==> src/rtl/evcap_pkg.sv <==
package evcap_pkg;
  typedef enum logic [1:0] {
    EM_RISE   = 2'd0,
    EM_FALL   = 2'd1,
    EM_BOTH   = 2'd2,
    EM_EIGHTH = 2'd3
  } edge_mode_e;
endpackage

==> src/rtl/evcap_line.sv <==
module evcap_line
  import evcap_pkg::*;
#(
  parameter int DIV_EDGES = 8,
  localparam int DC_W = $clog2(DIV_EDGES)
) (
  input  logic       clk,
  input  logic       rst_n,
  input  logic       pin_i,
  input  logic       wr_i,
  input  logic [1:0] mode_i,
  input  logic       en_i,
  output logic       ev_o
);
  logic [1:0]    sync_q;
  logic          prv_q;
  edge_mode_e    mode_q;
  logic          en_q;
  logic [DC_W-1:0] cnt_q;
  logic          ev_q;
  logic          rise, fall, hit, last_edge;

  assign rise      = sync_q[1] & ~prv_q;
  assign fall      = ~sync_q[1] & prv_q;
  assign last_edge = (cnt_q == DC_W'(DIV_EDGES - 1));

  always_comb begin
    case (mode_q)
      EM_RISE:   hit = rise;
      EM_FALL:   hit = fall;
      EM_BOTH:   hit = rise | fall;
      default:   hit = rise & last_edge;
    endcase
  end

  always_ff @(posedge clk) begin
    if (!rst_n) begin
      sync_q <= '0;
      prv_q  <= 1'b0;
      mode_q <= EM_RISE;
      en_q   <= 1'b0;
      cnt_q  <= '0;
      ev_q   <= 1'b0;
    end else begin
      sync_q <= {sync_q[0], pin_i};
      prv_q  <= sync_q[1];
      ev_q   <= en_q & hit;
      if (wr_i) begin
        mode_q <= edge_mode_e'(mode_i);
        en_q   <= en_i;
        cnt_q  <= '0;
      end else if (en_q && mode_q == EM_EIGHTH && rise) begin
        cnt_q <= last_edge ? '0 : cnt_q + 1'b1;
      end
    end
  end

  assign ev_o = ev_q;


  line_en_chk: assert property (@(posedge clk) disable iff (!rst_n)
    ev_q |-> $past(en_q));

  line_clr_chk: assert property (@(posedge clk) disable iff (!rst_n)
    wr_i |=> cnt_q == '0);
endmodule

==> src/rtl/evcap_fifo.sv <==
module evcap_fifo #(
  parameter int WIDTH = 20,
  parameter int DEPTH = 7,
  localparam int PTR_W = (DEPTH > 1) ? $clog2(DEPTH) : 1,
  localparam int CNT_W = $clog2(DEPTH + 1)
) (
  input  logic             clk,
  input  logic             rst_n,
  input  logic             push_i,
  input  logic [WIDTH-1:0] din_i,
  input  logic             pop_i,
  output logic [WIDTH-1:0] dout_o,
  output logic [CNT_W-1:0] count_o
);
  logic [WIDTH-1:0] mem_q [DEPTH];
  logic [PTR_W-1:0] wp_q, rp_q;
  logic [CNT_W-1:0] cnt_q;

  function automatic logic [PTR_W-1:0] nxt(input logic [PTR_W-1:0] p);
    return (p == PTR_W'(DEPTH - 1)) ? '0 : p + 1'b1;
  endfunction

  always_ff @(posedge clk) begin
    if (push_i) mem_q[wp_q] <= din_i;
  end

  always_ff @(posedge clk) begin
    if (!rst_n) begin
      wp_q  <= '0;
      rp_q  <= '0;
      cnt_q <= '0;
    end else begin
      if (push_i) wp_q <= nxt(wp_q);
      if (pop_i)  rp_q <= nxt(rp_q);
      case ({push_i, pop_i})
        2'b10:   cnt_q <= cnt_q + 1'b1;
        2'b01:   cnt_q <= cnt_q - 1'b1;
        default: cnt_q <= cnt_q;
      endcase
    end
  end

  assign dout_o  = mem_q[rp_q];
  assign count_o = cnt_q;


  fifo_full_chk: assert property (@(posedge clk) disable iff (!rst_n)
    push_i |-> cnt_q < CNT_W'(DEPTH));

  fifo_empty_chk: assert property (@(posedge clk) disable iff (!rst_n)
    pop_i |-> cnt_q != '0);
endmodule

==> src/rtl/evcap_top.sv <==
module evcap_top
  import evcap_pkg::*;
#(
  parameter int N_LINES    = 4,
  parameter int TS_W       = 16,
  parameter int PRESCALE   = 8,
  parameter int FIFO_DEPTH = 7,
  parameter int IRQ_LEVEL  = 6,
  parameter int DIV_EDGES  = 8,
  localparam int SEL_W = $clog2(N_LINES)
) (
  input  logic               clk,
  input  logic               rst_n,
  input  logic [N_LINES-1:0] lines_in,
  input  logic               cfg_wr,
  input  logic [SEL_W-1:0]   cfg_sel,
  input  logic [1:0]         cfg_mode,
  input  logic               cfg_en,
  input  logic               irq_sel,
  output logic [TS_W-1:0]    tmr_now,
  output logic               hold_valid,
  input  logic               hold_ready,
  output logic [TS_W-1:0]    hold_time,
  output logic [N_LINES-1:0] hold_lines,
  output logic               irq,
  output logic               overflow
);
  localparam int PS_W  = $clog2(PRESCALE);
  localparam int ENT_W = TS_W + N_LINES;
  localparam int CNT_W = $clog2(FIFO_DEPTH + 1);

  logic [PS_W-1:0]    pre_q;
  logic [TS_W-1:0]    tmr_q;
  logic               tick;
  logic [N_LINES-1:0] ev_vec, pend_q, ent_lines;
  logic               push_req, push_ok, load, pop;
  logic [ENT_W-1:0]   f_dout;
  logic [CNT_W-1:0]   f_cnt;
  logic [CNT_W:0]     f_after;
  logic               hold_v_q, irq_q, ovf_q;
  logic [ENT_W-1:0]   hold_q;

  for (genvar i = 0; i < N_LINES; i++) begin : g_line
    evcap_line #(.DIV_EDGES(DIV_EDGES)) i_line (
      .clk    (clk),
      .rst_n  (rst_n),
      .pin_i  (lines_in[i]),
      .wr_i   (cfg_wr && cfg_sel == SEL_W'(i)),
      .mode_i (cfg_mode),
      .en_i   (cfg_en),
      .ev_o   (ev_vec[i])
    );
  end

  assign tick = (pre_q == PS_W'(PRESCALE - 1));

  always_ff @(posedge clk) begin
    if (!rst_n) begin
      pre_q <= '0;
      tmr_q <= '0;
    end else begin
      pre_q <= tick ? '0 : pre_q + 1'b1;
      if (tick) tmr_q <= tmr_q + 1'b1;
    end
  end

  assign ent_lines = pend_q | ev_vec;
  assign push_req  = tick && (ent_lines != '0);
  assign push_ok   = push_req && (f_cnt < CNT_W'(FIFO_DEPTH));
  assign pop       = hold_v_q && hold_ready;
  assign load      = (f_cnt != '0) && (!hold_v_q || pop);
  assign f_after   = {1'b0, f_cnt} + {{CNT_W{1'b0}}, push_ok}
                   - {{CNT_W{1'b0}}, load};

  always_ff @(posedge clk) begin
    if (!rst_n) pend_q <= '0;
    else        pend_q <= tick ? '0 : ent_lines;
  end

  evcap_fifo #(.WIDTH(ENT_W), .DEPTH(FIFO_DEPTH)) i_fifo (
    .clk     (clk),
    .rst_n   (rst_n),
    .push_i  (push_ok),
    .din_i   ({tmr_q, ent_lines}),
    .pop_i   (load),
    .dout_o  (f_dout),
    .count_o (f_cnt)
  );

  always_ff @(posedge clk) begin
    if (!rst_n) begin
      hold_v_q <= 1'b0;
      hold_q   <= '0;
      irq_q    <= 1'b0;
      ovf_q    <= 1'b0;
    end else begin
      if (load) begin
        hold_v_q <= 1'b1;
        hold_q   <= f_dout;
      end else if (pop) begin
        hold_v_q <= 1'b0;
      end
      irq_q <= irq_sel ? (push_ok && f_after == (CNT_W+1)'(IRQ_LEVEL)) : load;
      if (push_req && !push_ok) ovf_q <= 1'b1;
    end
  end

  assign tmr_now    = tmr_q;
  assign hold_valid = hold_v_q;
  assign hold_time  = hold_q[ENT_W-1 -: TS_W];
  assign hold_lines = hold_q[N_LINES-1:0];
  assign irq        = irq_q;
  assign overflow   = ovf_q;


  tmr_step_chk: assert property (@(posedge clk) disable iff (!rst_n)
    (tmr_q != $past(tmr_q)) |-> tmr_q == TS_W'($past(tmr_q) + 1'b1));

  hold_stall_chk: assert property (@(posedge clk) disable iff (!rst_n)
    (hold_v_q && !hold_ready) |=> (hold_v_q && $stable(hold_q)));

  ovf_sticky_chk: assert property (@(posedge clk) disable iff (!rst_n)
    ovf_q |=> ovf_q);

  irq_hold_chk: assert property (@(posedge clk) disable iff (!rst_n)
    (irq_q && !$past(irq_sel)) |-> hold_v_q);
endmodule

==> config.mk <==
export PLATFORM = sky130hd
export DESIGN_NAME = evcap_top
export DESIGN_NICKNAME = d
export VERILOG_FILES = /design/src/rtl/evcap_pkg.sv /design/src/rtl/evcap_line.sv /design/src/rtl/evcap_fifo.sv /design/src/rtl/evcap_top.sv
export SDC_FILE = /design/constraint.sdc
export NUM_CORES = 1
export LEC_CHECK = 0
export ABC_AREA = 1
export BUFFER_PORTS_ARGS = -buffer_cell sky130_fd_sc_hd__buf_2
export CORE_MARGIN = 2
export CORE_UTILIZATION = 28
export CTS_BUF_LIST = sky130_fd_sc_hd__clkbuf_16
export CTS_CLUSTER_DIAMETER = 100
export CTS_CLUSTER_SIZE = 8
export DETAILED_ROUTE_END_ITERATION = 16
export GPL_TIMING_DRIVEN = 0
export PLACE_DENSITY_LB_ADDON = 0.08
export SLEW_MARGIN = 20
export SYNTH_ARGS = -nofsm -noshare
export SYNTH_HDL_FRONTEND = slang
export SYNTH_SLANG_ARGS = --single-unit
export TNS_END_PERCENT = 10
==> constraint.sdc <==
create_clock -name clk -period 4.1 [get_ports clk]
set_input_delay 0.41 -clock clk [delete_from_list [all_inputs] [get_ports clk]]
set_output_delay 0.41 -clock clk [all_outputs]
set_load 0.01 [all_outputs]
==> results of run 1 <==
==> registers in the layout, indices dropped and copies added, names as in the netlist <==
signal	count
g_line.i_line.cnt_q	12
g_line.i_line.sync_q	8
hold_valid	1
irq	1
i_fifo.wp_q	3
hold_q	20
g_line.i_line.en_q	4
g_line.i_line.prv_q	4
pre_q	3
tmr_now	16
g_line.i_line.mode_q	8
g_line.i_line.ev_o	4
i_fifo.rp_q	3
pend_q	4
i_fifo.count_o	3
overflow	1
i_fifo.mem_q	140
==> cell families after synthesis <==
logic type	count (synthesis)	share of synthesized area, %
AO/OA/AOI/OAI	177	9.984
XOR/XNOR	1	0.09162
adder cells (fa/ha/maj)	26	3.559
buffers and inverters	142	5.875
flip-flops	235	63.86
AND/OR/NAND/NOR	388	16.63
==> power groups by stage <==
stage	registers, uW	clock network, uW	logic (uW)
detailed placement	2710	0	1590
CTS	2660	2750	1600
global placement	2710	0	1600
global route	2670	2830	1760
finish	2660	2670	1550
floorplan	2730	0	970
==> per-stage QoR <==
stage	std cells	hold WS, ns	instance area, um2	worst slack, ns	util [%]
6_report	1536	0.07896	11600	0.8943	34.51
3_5_place_dp	1476	0.3962	10570	0.8636	31.43
4_1_cts	1536	0.06415	11600	0.8520	34.51
5_1_grt	1536	0.08622	11600	0.6536	34.51
3_3_place_gp	1468	0.3947	10380	-0.4449	30.87
2_1_floorplan	969	0.3905	9562	1.218	-
==> area by class of cell <==
type	instances	area share, %
flip-flops and latches	235	52.64
multi-input cells	592	25.36
clock buffers	36	7.766
well taps	448	4.832
repair buffers	59	3.408
inverters	105	3.398
plain buffers	37	1.445
clock inverters	24	1.154
==> layer usage <==
layer  up-vias  track usage, %
met1      3197           20.31
li1       3452               -
met4         0           4.237
met3        38           2.384
met2       121           26.03
met5         -               0
==> worst paths after layout <==
path	start	slack, ns	cells after the start	endpoint
max	pre_q[0]$_SDFF_PP0_	0.89	14	irq$_SDFF_PN0_
min reg2reg	g_line[3].i_line.sync_q[0]$_SDFF_PN0_	0.41	2	g_line[3].i_line.sync_q[1]$_SDFF_PN0_
min	lines_in[3]	0.08	3	g_line[3].i_line.sync_q[0]$_SDFF_PN0_
max reg2reg	pre_q[0]$_SDFF_PP0_	0.89	14	irq$_SDFF_PN0_
==> cells in the final DEF (no fill, tap or decap), types with 2 or more instances in the layout <==
cell type  Yosys  layout
nor3_2         0       2
inv_2          4       4
inv_1        101     122
nand4_1        4       4
nor2_1       149     144
a31oi_1        5       5
o211a_1        4       4
buf_16         0       4
buf_4          2       6
buf_2         17      68
nor4_1         3       3
clkbuf_1      17      17
clkbuf_16      0      36
o21ai_0       76      76
nand2_2        2       2
nor3_1        23      21
a21oi_1       73      73
fa_1           2       2
o21ai_1        2       2
edfxtp_1     140     140
dfxtp_1       95      95
nor2_4         1       6
nand3_1       43      43
nand2_1      157     157
a211oi_1       2       2
ha_1          24      24
o211ai_1      14      14
==> critical path, delay by kind of cell, from the launching register on <==
| kind | cells | cell delay, ns |
|---|---|---|
| buf+inv | 2 | 0.38 |
| flops | 1 | 0.33 |
| simple gates | 6 | 0.70 |
| fa+ha+maj | 5 | 1.56 |
| compound gates | 1 | 0.16 |
==> run summary, run 1 <==
- run status: finished, final reports clean
- switching power: 2170 uW
- Port-buffer cells: 51
- required time worst endpoint: 4.52 ns
- Power Dens Cells: 593.3 nW/um2
- Fmax achieved: 311.9 MHz
- met3 WL post-DR: 1.073 mm
- peak ir drop on the vdd network: 0.0002544 V
- fraction of power consumed by sequential logic: 38.7%
- async set or reset register ratio after synthesis: 0%
- number of nets with antenna violations after detailed routing: 0
- floorplan core area: 33620 um2
- detail-routed net length per standard cell: 17.62 um
- diode insertion count for antenna repair: 0
- sum of negative setup slack: 0 ns
- Post-CTS Setup Bufs: 0
- net count after synthesis: 1009
- Final Hold Vio Count: 0
- Reg area: 6106 um2
- GR Overflow Total: 0
- detailed placer's ending HPWL: 18.13 mm
- starting density of the core: 28.44%
- max-slew violation count: 0
- unrepaired setup endpoints after global routing: false
- commonest cells in the netlist: 157 x nand2_1, 149 x nor2_1, 140 x edfxtp_1
- clock slew at the register clock pins of the worst setup and hold paths: 0.05 ns
- average footprint of a synthesized cell: 9.868 um2
- number of global-route vias before repair: 6651
- ratio of cells with drive above 1 in the final layout: 12.32%
- area fraction of the dominant cell type after synthesis: 43.97%
- nets: 1105
- clock net sink count: 235
- row count: 67
- root buffer cell: clkbuf_16
- Vias: 6808
- total routing resource utilization after global routing: 15.34%
- worst-skew pair later-pin latency: 0.51 ns
- FF+latch count, synth: 235
- wire length of the first global-routing pass: 40.56 mm
- clock network fraction of design power: 38.7%
- Critical Path Most Common Cell: ha_1
- cell breakdown of the critical path: ha_1 -> ha_1 -> buf_2 -> nand3_2 -> ha_1 -> inv_1 -> ha_1 -> fa_1 -> nand3b_1 -> nor2_1 -> nand2_1 -> nor2_1 -> nand2_1 -> a21oi_1
- setup violators final: 0
- Final Skew: 0.02057 ns
- Resize count post-CTS: 0
- growth of design area from synthesis to finish: 21.32%
- most frequent cell after synthesis: nand2_1
- Power Total: 6882 uW
- CP startpoint kind: register
- full die area: 35640 um2
- total CTS buffers: 35
- shortest clock period the worst path allows after layout: 3.206 ns
- maximum root-to-sink buffer count: 3
- fillers: 3462
- dominant synthesized flop cell: edfxtp_1
- Hold WC Path Type: in2reg
- die outline width: 188.8 um
- multi-input logic area: 2942 um2
- initial detailed-routing violation count: 384
- Pre-Repair DR Iteration Count: 5
- switch share: 31.53%
- DRC violation count after routing: 0
- initial antenna violation count: 1
- cell taking the most area after synthesis: edfxtp_1
- netlist area before placement: 9562 um2
- highest routed metal layer: met4
- hold-fix buffers at CTS: 0
- maximum level of the CTS H-tree: 2
- die boundary height: 188.8 um
- ratio of final minimum period to clock period: 78.19%
- Max transition margin: 40.74%
- critical path fanouts, max: 10
- post-synthesis sequential area ratio: 63.86%
- synth warn: 0
- largest net degree at the start of global routing: 21
- Comb power frac: 22.6%
- Crit path arrival time: 3.63 ns
- peak per-stage delay on the critical path: 0.48 ns
- number of enable-type register cells in the synthesized netlist: 140
- IO Pins: 53
- TritonCTS clock tree: done
- sum of routed wire segments on met1: 12.57 mm
- internal power component: 4712 uW
- Setup crit end kind: register
- max cap viols: 0
- total detailed-routing wirelength: 27.06 mm
- unique cell type count in the Yosys netlist: 33
- routability congestion estimate: 0.7457
- met2 wire len: 12.92 mm
- number of standard cells after synthesis: 969
- start-to-end type of the worst setup path: reg2reg
- total leakage power: 0.004851 uW
- cells taking the most area after synthesis: edfxtp_1 44%, dfxtp_1 20%, nand2_1 6.2%
- Critical-path top delay cell: fa_1
- actual transition at the worst max-transition pin: 0.8888 ns
- drt via density: 4.432
(Power assumes the default switching activity.)
==> inputs of run 2 (changes only) <==
- ABC_AREA: 1 -> 0
- clock period: 4.1 -> 3.2 ns (I/O delays scaled with it)
==> run 2 against run 1 <==
Against the previous run:
- worst setup slack got worse by 0.72 ns
- routed wire length fell by 14%
- first-iteration DRC count fell by 38%
- combinational power rose by 5%
- via count fell by 14%
- design area fell by 2.7%
- clock-buffer cell count rose by 1
- area after synthesis fell by 3.0%
- maximum frequency rose by 6.0%
- die area fell by 2.9%
- sequential power rose by 29%
- core utilization rose by 0.081 points
- critical path type unchanged
- critical endpoint unchanged
- highest routed layer unchanged
==> run summary, run 2 <==
- run status: finished, final reports clean
- number of nets with antenna violations after detailed routing: 0
- nets: 861
- detail-routed net length per standard cell: 18.03 um
- Hold WC Path Type: in2reg
- Post-CTS Setup Bufs: 0
- required time worst endpoint: 3.57 ns
- detailed placer's ending HPWL: 15.71 mm
- TritonCTS clock tree: done
- Final Skew: 0.02110 ns
- synth warn: 0
- maximum root-to-sink buffer count: 3
- Worst Hold Margin: 0.04205 ns
- most frequent cell after synthesis: edfxtp_1
- launching point of the worst reg2reg path: g_line[1].i_line.ev_o$_SDFF_PN0_
- unrepaired setup endpoints after global routing: false
- total CTS buffers: 35
- Setup crit end kind: register
- number of standard cells after synthesis: 724
- clock net sink count: 235
- dominant synthesized flop cell: edfxtp_1
- cell taking the most area after synthesis: edfxtp_1
- maximum level of the CTS H-tree: 2
- crit path capture: irq$_SDFF_PN0_
- cells taking the most area after synthesis: edfxtp_1 45%, dfxtp_1 20%, mux2i_1 8.8%
- number of enable-type register cells in the synthesized netlist: 140
- CP startpoint kind: register
- Power Dens Cells: 742.2 nW/um2
- max-slew violation count: 0
- critical path fanouts, max: 8
- diode insertion count for antenna repair: 0
- cell breakdown of the critical path: or4_4 -> o211ai_4 -> ha_1 -> inv_1 -> ha_1 -> fa_1 -> nand4b_1 -> or3_1 -> o32ai_1
- max reg flops: 140
- starting density of the core: 28.45%
- number of global-route vias before repair: 6061
- fillers: 3235
- netlist area before placement: 9279 um2
- Critical Path Most Common Cell: ha_1
- commonest cells in the netlist: 140 x edfxtp_1, 95 x dfxtp_1, 82 x mux2i_1
- IO Pins: 53
- largest net degree at the start of global routing: 21
- total leakage power: 0.004185 uW
- row count: 66
- Power Total: 8373 uW
- net count after synthesis: 764
- Vias: 5882
- area fraction of the dominant cell type after synthesis: 45.31%
- Fmax achieved: 330.6 MHz
- peak per-stage delay on the critical path: 0.58 ns
- total routing resource utilization after global routing: 13.76%
- wire length of the first global-routing pass: 35.38 mm
- Critical-path top delay cell: or4_4
- setup slack after placement: -0.1837 ns
- async set or reset register ratio after synthesis: 0%
- initial antenna violation count: 0
- clock slew at the register clock pins of the worst setup and hold paths: 0.05 ns
- worst-skew pair later-pin latency: 0.50 ns
- post-synthesis sequential area ratio: 65.80%
- floorplan core area: 32620 um2
- root buffer cell: clkbuf_16
- Final Instance Count excl. Fillers: 1286
- total placed cells including tap cells: 1227
- top register by number of flip-flops: i_fifo.mem_q
- growth of design area from synthesis to finish: 21.59%
- average footprint of a synthesized cell: 12.82 um2
- leading cell types in the layout, fill and taps excluded: 140 x edfxtp_1, 95 x dfxtp_1, 82 x mux2i_1
- DRC violation count after routing: 0
- die boundary height: 186.0 um
- actual transition at the worst max-transition pin: 0.8151 ns
- drt via density: 4.574
- peak ir drop on the vdd network: 0.0003264 V
- Finished Core Util: 34.59%
- start-to-end type of the worst setup path: reg2reg
- Pre-Repair DR Iteration Count: 4
- die outline width: 186.0 um
- Final Hold Vio Count: 0
- Reg area: 6106 um2
- total detailed-routing wirelength: 23.19 mm
- Hold Crit Start: lines_in[3]
- crit path setup slack, layout: 0.1755 ns
- Port-buffer cells: 51
- FF+latch count, synth: 235
- initial detailed-routing violation count: 238
- Crit path arrival time: 3.40 ns
- routability congestion estimate: 0.7292
- shortest clock period the worst path allows after layout: 3.025 ns
- ratio of final minimum period to clock period: 94.52%
- most common library cell in the layout ignoring fill and taps: edfxtp_1
- multi-input logic area: 2982 um2
- setup violators final: 0
- worst reg2reg path depth: 9
- Register-to-Register Setup Slack: 0.18 ns
- max cap viols: 0
- GR Overflow Total: 0
- Max transition margin: 45.36%
- full die area: 34610 um2
- crit path launch: g_line[1].i_line.ev_o$_SDFF_PN0_
- unique cell type count in the Yosys netlist: 48
- endpoint of the lowest-slack register-to-register path: irq$_SDFF_PN0_
- ratio of cells with drive above 1 in the final layout: 15.28%
-- run 2: cell types whose count changed after synthesis, sizes merged, moves of 11 or more --
cell   before  now
o22ai       0   20
a21oi      73   56
nor3       23   11
o21ai      78   47
buf        20    9
nand2     159   39
nor2      151   60
nand3      44    8
mux2i       0   82
inv       105   26
-- run 2: how the worst min path moves through the flow --
stage,to,slack (ns),cells after the start
3_3_place_gp,pre_q[0]$_SDFF_PP0_,0.41,1
5_1_grt,g_line[3].i_line.sync_q[0]$_SDFF_PN0_,0.02,2
6_report,g_line[3].i_line.sync_q[0]$_SDFF_PN0_,0.04,2
3_5_place_dp,pre_q[0]$_SDFF_PP0_,0.42,1
2_1_floorplan,pre_q[0]$_SDFF_PP0_,0.40,1
4_1_cts,g_line[3].i_line.sync_q[0]$_SDFF_PN0_,0.02,2
-- run 2: cells by family after synthesis --
family          share of synthesized area, %
flops                                  65.80
buf+inv                                2.643
fa+ha+maj                              3.668
xor+xnor                               1.321
simple gates                           8.293
mux                                    9.210
compound gates                         9.062
-- run 2: per-layer routing --
metal / GRT usage [%] / routed length [um]
met1: 17.12 / 10350
met5: 0 / 0
met2: 24.25 / 11380
met3: 2.465 / 957
met4: 4.094 / 499
-- run 2: area by class of cell --
| type | count | share of cell area (%) |
|---|---|---|
| timing repair buffer | 61 | 3.382 |
| inverter | 26 | 0.8872 |
| clock buffer | 37 | 8.207 |
| buffer | 34 | 1.275 |
| tap | 442 | 4.902 |
| clock inverter | 23 | 0.7985 |
| sequential | 235 | 54.12 |
| multi-input combinational | 428 | 26.43 |
-- run 2: what timing repair did --
item                                    CTS  global route
gates resized for setup                   0             2
endpoints found under the setup margin    1             1
hold buffers                              0             0
-- run 2: worst max-delay path, delay by kind of cell (launching register included) --
family | cells | cell delay [ns]
AOI/OAI and AO/OA | 2 | 0.51
buffers and inverters | 1 | 0.09
adders and majority gates | 3 | 0.96
and+or+nand+nor | 3 | 1.06
DFF | 1 | 0.30
-- run 2: metrics by stage --
| stage | cell area [um2] | setup TNS [ns] |
|---|---|---|
| 2_1_floorplan | 9285 | 0 |
| 3_3_place_gp | 10090 | -85.77 |
| 3_5_place_dp | 10270 | -0.1837 |
| 4_1_cts | 11280 | 0 |
| 5_1_grt | 11280 | 0 |
| 6_report | 11280 | 0 |
-- run 2: report_power, final --
group	switching (uW)	total (uW)	internal, uW
clock network	1260	3310	2050
logic	1040	1630	584
registers	96.8	3440	3340
total	2400	8370	5980
